<file path="src/rtl/wwd_pkg.sv">
package wwd_pkg;
  localparam int ADDR_W = 3;
  localparam logic [7:0] FEED_KEY1 = 8'hAA;
  localparam logic [7:0] FEED_KEY2 = 8'h55;

  typedef enum logic [ADDR_W-1:0] {
    A_MODE  = 3'd0,
    A_CONST = 3'd1,
    A_FEED  = 3'd2,
    A_COUNT = 3'd3,
    A_WARN  = 3'd4,
    A_WIN   = 3'd5
  } reg_addr_e;

  // bit 0 is the last field
  typedef struct packed {
    logic wint;
    logic tof;
    logic rsten;
    logic en;
  } mode_t;

  typedef enum logic {F_IDLE = 1'b0, F_KEY1 = 1'b1} feed_st_e;
endpackage

</file>
<file path="src/rtl/wwd_prescale.sv">
module wwd_prescale #(
  parameter int DIV = 4
) (
  input  logic clk,
  input  logic rst_n,
  output logic tick
);
  generate
    if (DIV <= 1) begin : g_nodiv
      assign tick = 1'b1;
    end else begin : g_div
      localparam int PW = $clog2(DIV);
      localparam logic [PW-1:0] LAST = PW'(DIV - 1);
      logic [PW-1:0] pre_q;

      always_ff @(posedge clk or negedge rst_n) begin
        if (!rst_n)             pre_q <= '0;
        else if (pre_q == LAST) pre_q <= '0;
        else                    pre_q <= pre_q + 1'b1;
      end

      assign tick = (pre_q == LAST);

      // steps never come on back-to-back cycles
      p_tick_gap_r2: assert property (@(posedge clk) disable iff (!rst_n)
        tick |=> !tick);
    end
  endgenerate
endmodule

</file>
<file path="src/rtl/wwd_feed_unlock.sv">
module wwd_feed_unlock
  import wwd_pkg::*;
(
  input  logic       clk,
  input  logic       rst_n,
  input  logic       feed_wr,
  input  logic [7:0] feed_byte,
  output logic       feed_ok
);
  feed_st_e st_q;

  assign feed_ok = feed_wr && (st_q == F_KEY1) && (feed_byte == FEED_KEY2);

  always_ff @(posedge clk or negedge rst_n) begin
    if (!rst_n) st_q <= F_IDLE;
    else if (feed_wr)
      st_q <= (st_q == F_IDLE && feed_byte == FEED_KEY1) ? F_KEY1 : F_IDLE;
  end

  // a completed sequence always leaves the unlock idle
  p_unlock_rearm_r4: assert property (@(posedge clk) disable iff (!rst_n)
    feed_ok |=> (st_q == F_IDLE));
endmodule

</file>
<file path="src/rtl/wwd_down_counter.sv">
module wwd_down_counter #(
  parameter int CNT_W     = 24,
  parameter int WARN_W    = 10,
  parameter int CONST_MIN = 255,
  parameter int WIN_MIN   = 256
) (
  input  logic              clk,
  input  logic              rst_n,
  input  logic              tick,
  input  logic              feed_ok,
  input  logic              en,
  input  logic [CNT_W-1:0]  cnst,
  input  logic [CNT_W-1:0]  win,
  input  logic [WARN_W-1:0] warn,
  output logic [CNT_W-1:0]  cnt,
  output logic              wd_event,
  output logic              warn_hit
);
  localparam int HI_W = CNT_W - WARN_W;

  logic [CNT_W-1:0] cnt_q;
  logic             armed_q;
  logic             win_low, bad_feed, expire, low_zone;

  assign win_low  = (win < CNT_W'(WIN_MIN));
  assign bad_feed = feed_ok && armed_q && (win_low || (cnt_q > win));
  assign expire   = !feed_ok && tick && armed_q && (cnt_q == '0);
  assign wd_event = bad_feed || expire;
  assign low_zone = (cnt_q[CNT_W-1:WARN_W] == {HI_W{1'b0}});
  assign warn_hit = tick && armed_q && low_zone && (cnt_q[WARN_W-1:0] == warn);
  assign cnt      = cnt_q;

  always_ff @(posedge clk or negedge rst_n) begin
    if (!rst_n) begin
      cnt_q   <= CNT_W'(CONST_MIN);
      armed_q <= 1'b0;
    end else begin
      if (feed_ok)              cnt_q <= cnst;
      else if (tick && armed_q) cnt_q <= (cnt_q == '0) ? cnst : cnt_q - 1'b1;
      if (feed_ok && en)        armed_q <= 1'b1;
    end
  end

  // expiry reloads from the constant
  p_expire_reload_r7: assert property (@(posedge clk) disable iff (!rst_n)
    expire |=> (cnt_q == $past(cnst)));
  // an unarmed counter without a feed stays put
  p_hold_unarmed_r5: assert property (@(posedge clk) disable iff (!rst_n)
    (!armed_q && !feed_ok) |=> $stable(cnt_q));
  // a window below the floor never allows a clean feed
  p_low_window_r6: assert property (@(posedge clk) disable iff (!rst_n)
    (feed_ok && armed_q && win_low) |-> wd_event);
endmodule

</file>
<file path="src/rtl/wwd_timer.sv">
module wwd_timer
  import wwd_pkg::*;
#(
  parameter int CNT_W     = 24,
  parameter int WARN_W    = 10,
  parameter int PRE_DIV   = 4,
  parameter int CONST_MIN = 255,
  parameter int WIN_MIN   = 256
) (
  input  logic              clk,
  input  logic              rst_n,
  input  logic              reg_wr,
  input  logic [ADDR_W-1:0] reg_addr,
  input  logic [CNT_W-1:0]  reg_wdata,
  output logic [CNT_W-1:0]  reg_rdata,
  output logic              warn_irq,
  output logic              wdt_event,
  output logic              wdt_reset
);
  localparam logic [CNT_W-1:0] CONST_FLOOR = CNT_W'(CONST_MIN);

  mode_t             mode_q;
  logic [CNT_W-1:0]  cnst_q, win_q, cnt;
  logic [WARN_W-1:0] warn_q;
  logic              tick, feed_ok, wd_event, warn_hit;
  logic              evt_q, rst_q;
  logic              wr_mode, wr_const, wr_feed, wr_warn, wr_win;

  assign wr_mode  = reg_wr && (reg_addr == A_MODE);
  assign wr_const = reg_wr && (reg_addr == A_CONST);
  assign wr_feed  = reg_wr && (reg_addr == A_FEED);
  assign wr_warn  = reg_wr && (reg_addr == A_WARN);
  assign wr_win   = reg_wr && (reg_addr == A_WIN);

  wwd_prescale #(.DIV(PRE_DIV)) u_pre (
    .clk(clk), .rst_n(rst_n), .tick(tick)
  );

  wwd_feed_unlock u_feed (
    .clk(clk), .rst_n(rst_n), .feed_wr(wr_feed),
    .feed_byte(reg_wdata[7:0]), .feed_ok(feed_ok)
  );

  wwd_down_counter #(
    .CNT_W(CNT_W), .WARN_W(WARN_W), .CONST_MIN(CONST_MIN), .WIN_MIN(WIN_MIN)
  ) u_cnt (
    .clk(clk), .rst_n(rst_n), .tick(tick), .feed_ok(feed_ok), .en(mode_q.en),
    .cnst(cnst_q), .win(win_q), .warn(warn_q), .cnt(cnt),
    .wd_event(wd_event), .warn_hit(warn_hit)
  );

  always_ff @(posedge clk or negedge rst_n) begin
    if (!rst_n) begin
      mode_q <= '0;
      cnst_q <= CONST_FLOOR;
      win_q  <= '1;
      warn_q <= '0;
      evt_q  <= 1'b0;
      rst_q  <= 1'b0;
    end else begin
      mode_q.en <= mode_q.en | (wr_mode & reg_wdata[0]);
      if (wr_mode) mode_q.rsten <= reg_wdata[1];
      if (wd_event)                     mode_q.tof <= 1'b1;
      else if (wr_mode && !reg_wdata[2]) mode_q.tof <= 1'b0;
      if (warn_hit)                     mode_q.wint <= 1'b1;
      else if (wr_mode && reg_wdata[3])  mode_q.wint <= 1'b0;
      if (wr_const) cnst_q <= (reg_wdata < CONST_FLOOR) ? CONST_FLOOR : reg_wdata;
      if (wr_warn)  warn_q <= reg_wdata[WARN_W-1:0];
      if (wr_win)   win_q  <= reg_wdata;
      evt_q <= wd_event;
      rst_q <= wd_event & mode_q.rsten;
    end
  end

  always_comb begin
    case (reg_addr)
      A_MODE:  reg_rdata = CNT_W'(mode_q);
      A_CONST: reg_rdata = cnst_q;
      A_COUNT: reg_rdata = cnt;
      A_WARN:  reg_rdata = CNT_W'(warn_q);
      A_WIN:   reg_rdata = win_q;
      default: reg_rdata = '0;
    endcase
  end

  assign warn_irq  = mode_q.wint;
  assign wdt_event = evt_q;
  assign wdt_reset = rst_q;

  // the run enable is sticky
  p_en_sticky_r5: assert property (@(posedge clk) disable iff (!rst_n)
    mode_q.en |=> mode_q.en);
  // a reset pulse is always an event pulse
  p_rst_with_evt_r8: assert property (@(posedge clk) disable iff (!rst_n)
    wdt_reset |-> wdt_event);
  // the event pulse shows with the flag set
  p_evt_sets_flag_r8: assert property (@(posedge clk) disable iff (!rst_n)
    wdt_event |-> mode_q.tof);
  // the interrupt follows the warning flag
  p_irq_follows_r9: assert property (@(posedge clk) disable iff (!rst_n)
    warn_hit |=> warn_irq);
endmodule

</file>
<file path="config.mk">
export PLATFORM = sky130hd
export DESIGN_NAME = wwd_timer
export DESIGN_NICKNAME = d
export VERILOG_FILES = /design/src/rtl/wwd_pkg.sv /design/src/rtl/wwd_prescale.sv /design/src/rtl/wwd_feed_unlock.sv /design/src/rtl/wwd_down_counter.sv /design/src/rtl/wwd_timer.sv
export SDC_FILE = /design/constraint.sdc
export NUM_CORES = 1
export LEC_CHECK = 0
export BUFFER_PORTS_ARGS = -buffer_cell sky130_fd_sc_hd__buf_2
export CAP_MARGIN = 20
export CORE_AREA = 2 2 103 105
export DETAILED_ROUTE_END_ITERATION = 7
export DIE_AREA = 0 0 105 107
export HOLD_SLACK_MARGIN = 0.02
export PLACE_DENSITY = 0.88
export RECOVER_POWER = 100
export REMOVE_ABC_BUFFERS = 1
export SYNTH_ARGS = -nofsm -noshare
export SYNTH_HDL_FRONTEND = slang
export SYNTH_HIERARCHICAL = 1
export SYNTH_SLANG_ARGS = --single-unit
</file>
<file path="constraint.sdc">
create_clock -name clk -period 2.79 [get_ports clk]
set_input_delay 0.279 -clock clk [delete_from_list [all_inputs] [get_ports clk]]
set_output_delay 0.279 -clock clk [all_outputs]
set_load 0.02 [all_outputs]
</file>
==> results.md, run 1 <==
- Vias in the first global route: 5106
- Mapped Area: 5930 um^2
- Ys Warns: 6
- Layout area overhead: 8.04%
- WL final: between 15000 and 20000 um
- Crit-path leading delay family: simple AND/OR/NAND/NOR gates
- Row cnt: 37
- P per Cell Area: 529 nW/um^2
- Leak pwr: 2.86 nW
- Pin count of the biggest net entering global routing: 85
- Core ar.: 10100 um^2
- Nets: between 700 and 800
- DRT antenna net count: 0
- # H-tree levels: 3
- Crit path capture type: flop
- Slew margin rel.: -7.60%
- Most frequent cell after synthesis: nand2_1
- Most common cell on crit path: nand2_1
- Worst Hold Class: in2reg
- Final hold vios: 0
- Synth top area share: 21.9%
- Worst Tran Pin Value: 1.59 ns
- Cell variety after synth: 66
- Max Root-Sink Buffers: 2
- Share of layout cells above drive strength 1: 20.8%
- Max incr delay on CP: ~1.4 ns
- Drt initial violations: between 400 and 500
- Final core occ: 63.5%
- Seq/Total Area, Yosys: 39.7%
- Cell taking the most area after synthesis: dfrtp_1
- Io pins: between 50 and 60
- Setup Buffers After CTS: 0
- Multi-input gate area: 3150 um^2
- CP Launch Type: primary input
- Die H: between 100 and 150 um
- Clk slew on worst S/H paths: ~0.09 ns
- # fillers: around 870
- TritonCTS clock tree: built
- Top cells by count, synth: 95 x nand2_1, 52 x dfrtp_1, 51 x a21oi_1, 40 x dfstp_2, 40 x nor2_1
- IO Port Bufs: 56
- Worst skew pair latency: about 0.38 ns
- Clock skew: 0.0112 ns
- Failing checks: max-capacitance violations, max-slew violations
- First-pass GRT wire length: around 27000 um
- CTS Sinks: 92
- Total GRT Usage: 30.1%
- Slowest cell on the critical path: nor4bb_1
- F_max: ~0.38 GHz
- FF+latch area: between 2000 and 2500 um^2
- HPWL after detailed placement: between 10000 and 15000 um
- Cells after Synth: 628
- Via Count: 5240
- Final Hold Slack: about 0.12 ns
- TritonRoute pass-1 iters: 5
- Routed len/inst: 19.6 um
- Max-cap violations: 1
- CTS buffer count: 9
- Setup-failing EPs final: 0
- Max Slew Vio Count: 10
- CP Class: in2reg
- Peak supply drop: 444 uV
- Fin crit period: approximately 2.6 ns
- Run status: complete, but fails checks
- Die Width: between 100 and 150 um
- Initial Util: 58.8%
- Grt total ovfl: 0
- DIE AREA: roughly 11000 um^2
- Synth area leaders: dfrtp_1 22%, dfstp_2 18%, nand2_1 6.0%
- Setup TNS: 0 ns
- DRC violations left: 0
- FFs w/ async S/R, synth: 100%
- Post-DR vias/cell: about 6.3
- Critical-path maximum fanout: 34
- Clk root buf: clkbuf_8
- Crit path cell chain: clkbuf_1 -> clkbuf_2 -> nor4bb_1 -> buf_4 -> nand2_1 -> nand2_1
- Worst EP arrival: roughly 3.0 ns
- RSZ-0062 raised after global routing: no
- Gpl congestion: 0.959
- Mapped Avg Cell Area: 9.44 um^2
- Period Utilization, post-route: 94.2%
- Initial antenna violation count: 0
- Main synth FF type: dfrtp_1
- Flops & latches, synth: 92
- Post-synth EDFFs: 0
- Critical path data required time: 3.11 ns
- CP bufs+invs: 3
- Ant diodes: 0
- Total power: 0.00339 W
## metal layers
metal	global-route usage (%)	share of wire (%)
met2	48.4	48
met1	39.9	40
met5	0	0
met3	5.84	8.5
met4	13.1	3.1
## state kept, by name, indices dropped and copies added (netlist names)
register           flops
cnst_q                24
mode_q                 3
u_cnt/armed_q          1
u_cnt/cnt             24
u_feed/st_q            1
u_pre/g_div.pre_q      2
warn_irq               1
warn_q                10
wdt_event              1
wdt_reset              1
win_q                 24
## worst min-delay path, cell delays in order
cell     delay [ns]
buf_2          0.10
nand2_1        0.04
nand2_1        0.05
## cells by family after synthesis
group                      Yosys count  synth area share, %
and+or+nand+nor                    240                 20.6
muxes                               65                 13.8
DFF                                 92                 39.7
adders and majority gates           27                 5.70
AOI/OAI and AO/OA                  125                 12.9
buffers and inverters               68                 5.72
xor gates and xnor gates            11                 1.62
## path summary, 6_finish.rpt
check / from / end / slack (ns) / depth (start not counted)
max: reg_addr[1] / cnst_q[11] / 0.16 / 6
min: reg_wdata[14] / cnst_q[14] / 0.12 / 3
max reg2reg: win_q[22] / wdt_reset / 0.17 / 9
min reg2reg: u_pre/g_div.pre_q[0] / u_pre/g_div.pre_q[0] / 0.44 / 1
max in group asynchronous: rst_n / warn_q[8] / 0.59 / 3
min in group asynchronous: rst_n / cnst_q[17] / 0.62 / 2
## through the flow
| step | instances | instance area (um^2) | worst slack, ns |
|---|---|---|---|
| 2_1_floorplan | 594 | 5720 | -0.0229 |
| 3_3_place_gp | 809 | 6360 | 0.162 |
| 3_5_place_dp | 809 | 6360 | 0.136 |
| 4_1_cts | 825 | 6560 | 0.162 |
| 5_1_grt | 827 | 6410 | 0.0468 |
| 6_report | 827 | 6410 | 0.161 |
## report_power, final
part / switching [W] / internal (W)
clock network: 0.000496 / 0.000402
registers: 0.000203 / 0.00159
logic: 0.000384 / 0.000310
total: 0.00108 / 0.00231
## cell type report
cell class                      count  area share, %
Clock buffer                       12           2.58
Inverter                           34           1.99
Timing Repair Buffer               81           6.42
Multi-Input combinational cell    468           49.2
Tap cell                          136           2.66
Clock inverter                      4          0.469
Sequential cell                    92           36.7
## timing repair
action                                 in CTS  in global routing
setup endpoints to repair                   0                  2
endpoints found under the hold margin       0                 23
gates resized for setup                     0                  1
hold buffers                                0                  1
## placed cells by master, fill, tap and decap left out, types with 14 or more instances in the layout
master,instances
nand2_1,96
dfrtp_1,52
a21oi_1,51
nor2_1,40
dfstp_2,39
inv_1,34
clkbuf_1,33
buf_2,27
ha_1,27
mux2i_1,26
nand3_1,22
mux2_1,19
o21ai_0,18
buf_4,17
o22ai_1,15
mux2_2,15
or2_2,14
nor4_1,14
Power figures use the tool's default switching activity.
==> run 2, diff against run 1 <==
Settings changed: CELL_PAD_IN_SITES_DETAIL_PLACEMENT set to 0, CELL_PAD_IN_SITES_GLOBAL_PLACEMENT set to 1, CORE_AREA 2 2 103 105 to 2 2 116 118, DIE_AREA 0 0 105 107 to 0 0 118 120, PLACE_DENSITY 0.88 to 0.89.
==> run 2 against run 1 <==
The flow now finishes without violations. Sequential power barely moved. Non-clock buffer count rose by 3. Sequential share of layout area fell by 1.1 points. Via count fell by 4.3%. Power rose by 10%. Final cell count rose by 5.2%. Wire length rose by 6.0%. Maximum frequency fell by 1.9%. Hold slack improved by 0.029 ns. Critical path type unchanged. Critical endpoint is now cnst_q[0]. Largest power group unchanged.
==> results.md, run 2 (same netlist as run 1, synthesis figures left out) <==
- Met1 Usage GRT: 34.7%
- # fillers: roughly 1300
- TritonCTS clock tree: built
- CP Class: in2reg
- Flop pwr share: 48.0%
- Clock group share of total power: 33.3%
- Worst Hold Class: in2reg
- Final core occ: 50.8%
- Nets: between 700 and 800
- Clock skew: 0.00835 ns
- Core ar.: 13000 um^2
- Slew margin rel.: approximately 21%
- Gpl congestion: 0.966
- First-pass GRT wire length: 27900 um
- Multi-input gate area: 3150 um^2
- Worst r2r src: u_cnt/cnt[15]
- Slowest cell on the critical path: nor4bb_2
- Crit path cell chain: buf_2 -> clkbuf_2 -> nor4bb_2 -> clkbuf_2 -> nor2_1 -> a21oi_1
- Max Root-Sink Buffers: 2
- Row cnt: 42
- Min-delay src: reg_wdata[14]
- Crit-path leading delay family: buffers and inverters
- Routed len/inst: 19.8 um
- Run status: completed
- Die H: 120 um
- F_max: between 0.3 and 0.4 GHz
- Combinational share of power: between 10% and 20%
- Most frequent cells in the layout: 96 x nand2_1, 52 x dfrtp_1, 51 x a21oi_1
- Crit path launch: reg_addr[0]
- Fin crit period: 2.68 ns
- RSZ-0062 raised after global routing: no
- Leak pwr: 2.94 nW
- Worst EP arrival: a little under 3 ns
- CP bufs+invs: 3
- Int Pwr: 0.00260 W
- Share of layout cells above drive strength 1: 22.2%
- Clk slew on worst S/H paths: about 0.070 ns
- Io pins: between 50 and 60
- DRC violations left: 0
- Layout area overhead: 11.3%
- Most common cell on crit path: clkbuf_2
- Placed insts: 853
- Vias in the first global route: about 5000
- CP Launch Type: primary input
- Max Slew Vio Count: 0
- Grt total ovfl: 0
- P per Cell Area: 566 nW/um^2
- Clk root buf: clkbuf_16
- DIE AREA: 14200 um^2
- Setup-failing EPs final: 0
- Post-DR vias/cell: 5.76
- Finished Layout Cells: slightly below 900
- Fin worst setup slack: 0.109 ns
- Layer with the highest usage: met2
- Sw Ratio: a little under a third
- TritonRoute pass-1 iters: 6
- Worst Tran Pin Value: 1.18 ns
- Initial Util: between 40% and 50%
- # H-tree levels: 3
- Critical path data required time: around 3.1 ns
- DRT antenna net count: 0
- Max incr delay on CP: 0.98 ns
- WL final: 17200 um
- FF+latch area: around 2400 um^2
- Pin count of the biggest net entering global routing: between 40 and 50
- Die Width: 118 um
- Dpl ws: between 0.1 and 0.15 ns
- IO Port Bufs: between 50 and 60
- Sw Pwr: ~0.0011 W
- Initial antenna violation count: 0
- Final hold vios: 0
- Max-cap violations: 0
- Met3 Resource Use GR: 3.52%
- Total GRT Usage: about a quarter
- Via Count: 5015
- CTS Sinks: a little over 90
- Peak supply drop: 371 uV
- Most common cell after layout, fill and taps aside: nand2_1
- Ant diodes: 0
- Drt initial violations: 414
- Placed inst area: 6480 um^2
- Worst skew pair latency: between 0.3 and 0.4 ns
- HPWL after detailed placement: around 13000 um
- Critical-path maximum fanout: 30
- CTS buffer count: 9
- GRT met2 Usage: 40.0%
- Period Utilization, post-route: 96.1%
- Final Instance Area: 6600 um^2
- Setup TNS: 0 ns
- Crit path capture type: flop
==> run 2: cell types whose count changed in the layout (fill, tap and decap cells not counted), sizes merged <==
| cell | before | now |
|---|---|---|
| clkinvlp | 1 | 3 |
| inv | 36 | 34 |
| bufinv | 0 | 1 |
| clkbuf | 48 | 43 |
| buf | 44 | 49 |
| clkinv | 1 | 3 |
==> run 2: metal layers <==
| layer | vias up | routed length (um) |
|---|---|---|
| met5 | - | 0 |
| met1 | 2441 | 7770 |
| met2 | 177 | 8010 |
| met4 | 0 | 509 |
| met3 | 34 | 927 |
| li1 | 2363 | - |
==> run 2: area by class of cell <==
type	instances	area share [%]
Clock buffer	9	3.41
Clock inverter	7	1.02
Inverter	34	1.93
Multi-Input combinational cell	468	47.7
Sequential cell	92	35.6
Tap cell	176	3.34
Timing Repair Buffer	84	6.98
==> run 2: power groups by stage <==
stage / combinational, W / sequential, W / clock [W]
2_1_floorplan: 0.000515 / 0.00173 / 0
3_3_place_gp: 0.000744 / 0.00180 / 0
3_5_place_dp: 0.000765 / 0.00182 / 0
4_1_cts: 0.000771 / 0.00179 / 0.00125
5_1_grt: 0.000781 / 0.00182 / 0.00132
6_report: 0.000700 / 0.00179 / 0.00124
==> run 2: worst register-to-register path: stages (launching register included) <==
cell,delay [ns]
dfrtp_1,0.43
or4_4,0.53
or4_4,0.48
o31a_2,0.44
buf_4,0.23
nand2_1,0.15
o22ai_1,0.11
a21oi_1,0.18
==> run 2: worst paths after layout <==
path                                         to  slack, ns  depth (start not counted)
min in group asynchronous            cnst_q[16]       0.68                          2
hold / removal                       cnst_q[14]       0.14                          3
setup reg to reg                  u_cnt/cnt[15]       0.16                          7
hold reg to reg            u_pre/g_div.pre_q[0]       0.43                          1
setup / recovery                      cnst_q[0]       0.11                          6
max in group asynchronous             warn_q[8]       0.71                          3
==> run 2: metrics by stage <==
| stage | total power, W | hold WS, ns |
|---|---|---|
| after floorplan | 0.00224 | -0.0166 |
| after global placement | 0.00255 | 0.325 |
| after detailed placement | 0.00258 | 0.331 |
| after CTS | 0.00382 | 0.142 |
| after global routing | 0.00392 | 0.159 |
| final | 0.00373 | 0.145 |
==> run 2: repair_timing <==
action | 4_1_cts | 5_1_grt
setup endpoints to repair | 0 | 2
setup buffers | 0 | 0
hold endpoints to repair | 25 | 0
gates resized for setup | 0 | 1
hold buffers | 1 | 0
==> run 3, diff against run 2 <==
Settings changed: BUFFER_PORTS_ARGS -buffer_cell sky130_fd_sc_hd__buf_2 to -buffer_cell sky130_fd_sc_hd__buf_4.
==> run 3 against run 2 <==
Highest routed layer unchanged. Non-clock buffer count rose by 8. Via count rose by 0.50%. Final cell count rose by 0.92%. Critical path depth rose by 1. Critical endpoint is now u_cnt/cnt[20]. Largest power group unchanged.
==> results.md, run 3 (same netlist as run 1, synthesis figures left out) <==
- CTS Sinks: 92
- Worst Hold Class: in2reg
- DRT antenna net count: 0
- Worst Tran Pin Value: 1.19 ns
- Max Slew Vio Count: 0
- TritonCTS clock tree: built
- Run status: completed
- Post-DR vias/cell: between 5 and 6
- Period Utilization, post-route: between 90% and 100%
- Layout area overhead: 13.7%
- TritonRoute pass-1 iters: 5
- CP Class: reg2reg
- F_max: 0.370 GHz
- Initial Util: 45.7%
- Vias in the first global route: 5015
- Worst EP arrival: between 2 and 3 ns
- Final core occ: roughly half
- Gpl congestion: 0.916
- Die Width: 118 um
- Setup-failing EPs final: 0
- Share of layout cells above drive strength 1: 22.5%
- Setup TNS: 0 ns
- Core ar.: 13000 um^2
- Max incr delay on CP: 0.57 ns
- Grt total ovfl: 0
- Nets: 754
- Fin worst setup slack: 0.0864 ns
- Ant diodes: 0
- Total GRT Usage: 24.8%
- CTS buffer count: 9
- Crit path cell chain: or4_1 -> or4_4 -> o31a_2 -> buf_4 -> nand3_1 -> o21ai_0 -> a21oi_1
- Peak supply drop: 272 uV
- Setup Buffers After CTS: 0
- P per Cell Area: 546 nW/um^2
- Io pins: 57
- Final hold vios: 0
- Clk slew on worst S/H paths: around 0.070 ns
- Clock skew: 0.0103 ns
- Final Instance Area: 6740 um^2
- Fin crit period: 2.70 ns
- Crit path capture type: flop
- Row cnt: 42
- CP Launch Type: flop
- HPWL after detailed placement: 12400 um
- Critical-path maximum fanout: 24
- Most frequent cells in the layout: 95 x nand2_1, 54 x buf_4, 52 x dfrtp_1
- DRC violations left: 0
- Dpl ws: -0.216 ns
- First-pass GRT wire length: 27400 um
- Initial antenna violation count: 0
- Clk root buf: clkbuf_16
- # H-tree levels: 3
- Slew margin rel.: 20.4%
- DIE AREA: around 14000 um^2
- Routed len/inst: 19.2 um
- Placed inst area: between 6000 and 7000 um^2
- WL final: ~17000 um
- Worst skew pair latency: 0.36 ns
- Most common cell after layout, fill and taps aside: nand2_1
- Max Root-Sink Buffers: 2
- Leak pwr: 3.00 nW
- Critical path data required time: 3.06 ns
- Drt initial violations: 407
- IO Port Bufs: 56
- Max-cap violations: 0
- Die H: 120 um
- Via Count: slightly above 5000
- Pin count of the biggest net entering global routing: a little under 90
- Slowest cell on the critical path: or4_1
run 3: layout make-up:
cell class / count / area, um^2
Clock buffer: 9 / 225
Clock inverter: 7 / 52.6
Fill cell: 1287 / 6240
Inverter: 34 / 128
Multi-Input combinational cell: 468 / 3170
Sequential cell: 92 / 2350
Tap cell: 176 / 220
Timing Repair Buffer: 92 / 593
run 3: timing repair:
item	in CTS	in global routing
hold endpoints to repair	0	25
resized for setup	0	4
hold buffers	0	1
setup endpoints to repair	0	3
run 3: path summary, 6_finish.rpt:
check                                startpoint  slack, ns                   end  depth (start not counted)
max in group asynchronous                 rst_n       0.82             cnst_q[7]                          4
hold / removal                    reg_wdata[18]       0.13            cnst_q[18]                          3
setup reg to reg                  u_cnt/cnt[15]       0.09         u_cnt/cnt[20]                          7
hold reg to reg            u_pre/g_div.pre_q[0]       0.43  u_pre/g_div.pre_q[0]                          1
setup / recovery                  u_cnt/cnt[15]       0.09         u_cnt/cnt[20]                          7
min in group asynchronous                 rst_n       0.70            cnst_q[17]                          2
run 3: critical path: cells and delay by family (launching register included):
| family | cells | cell delay, ns |
|---|---|---|
| compound gates | 3 | 0.80 |
| buf+inv | 1 | 0.25 |
| simple gates | 3 | 1.14 |
| flops | 1 | 0.44 |
run 3: metal layers:
layer | vias up | global-route usage [%] | part of all wire (%)
met5 | - | 0 | 0
met1 | 2477 | 33.7 | 46
met2 | 158 | 41.0 | 48
met3 | 25 | 2.61 | 3.8
met4 | 0 | 9.26 | 2.2
li1 | 2380 | - | -
run 3: report_power, final:
part	internal, W	total [W]	switching [W]
sequential	0.00160	0.00180	0.000200
clock	0.000609	0.00117	0.000562
combinational	0.000330	0.000715	0.000386
total	0.00253	0.00368	0.00115
run 3: through the flow:
stage / cells / power, W / hold slack, ns
floorplan: 594 / 0.00224 / -0.0166
global placement: 860 / 0.00257 / 0.414
detailed placement: 860 / 0.00260 / 0.426
CTS: 876 / 0.00379 / 0.119
global route: 878 / 0.00387 / 0.144
finish: 878 / 0.00368 / 0.129
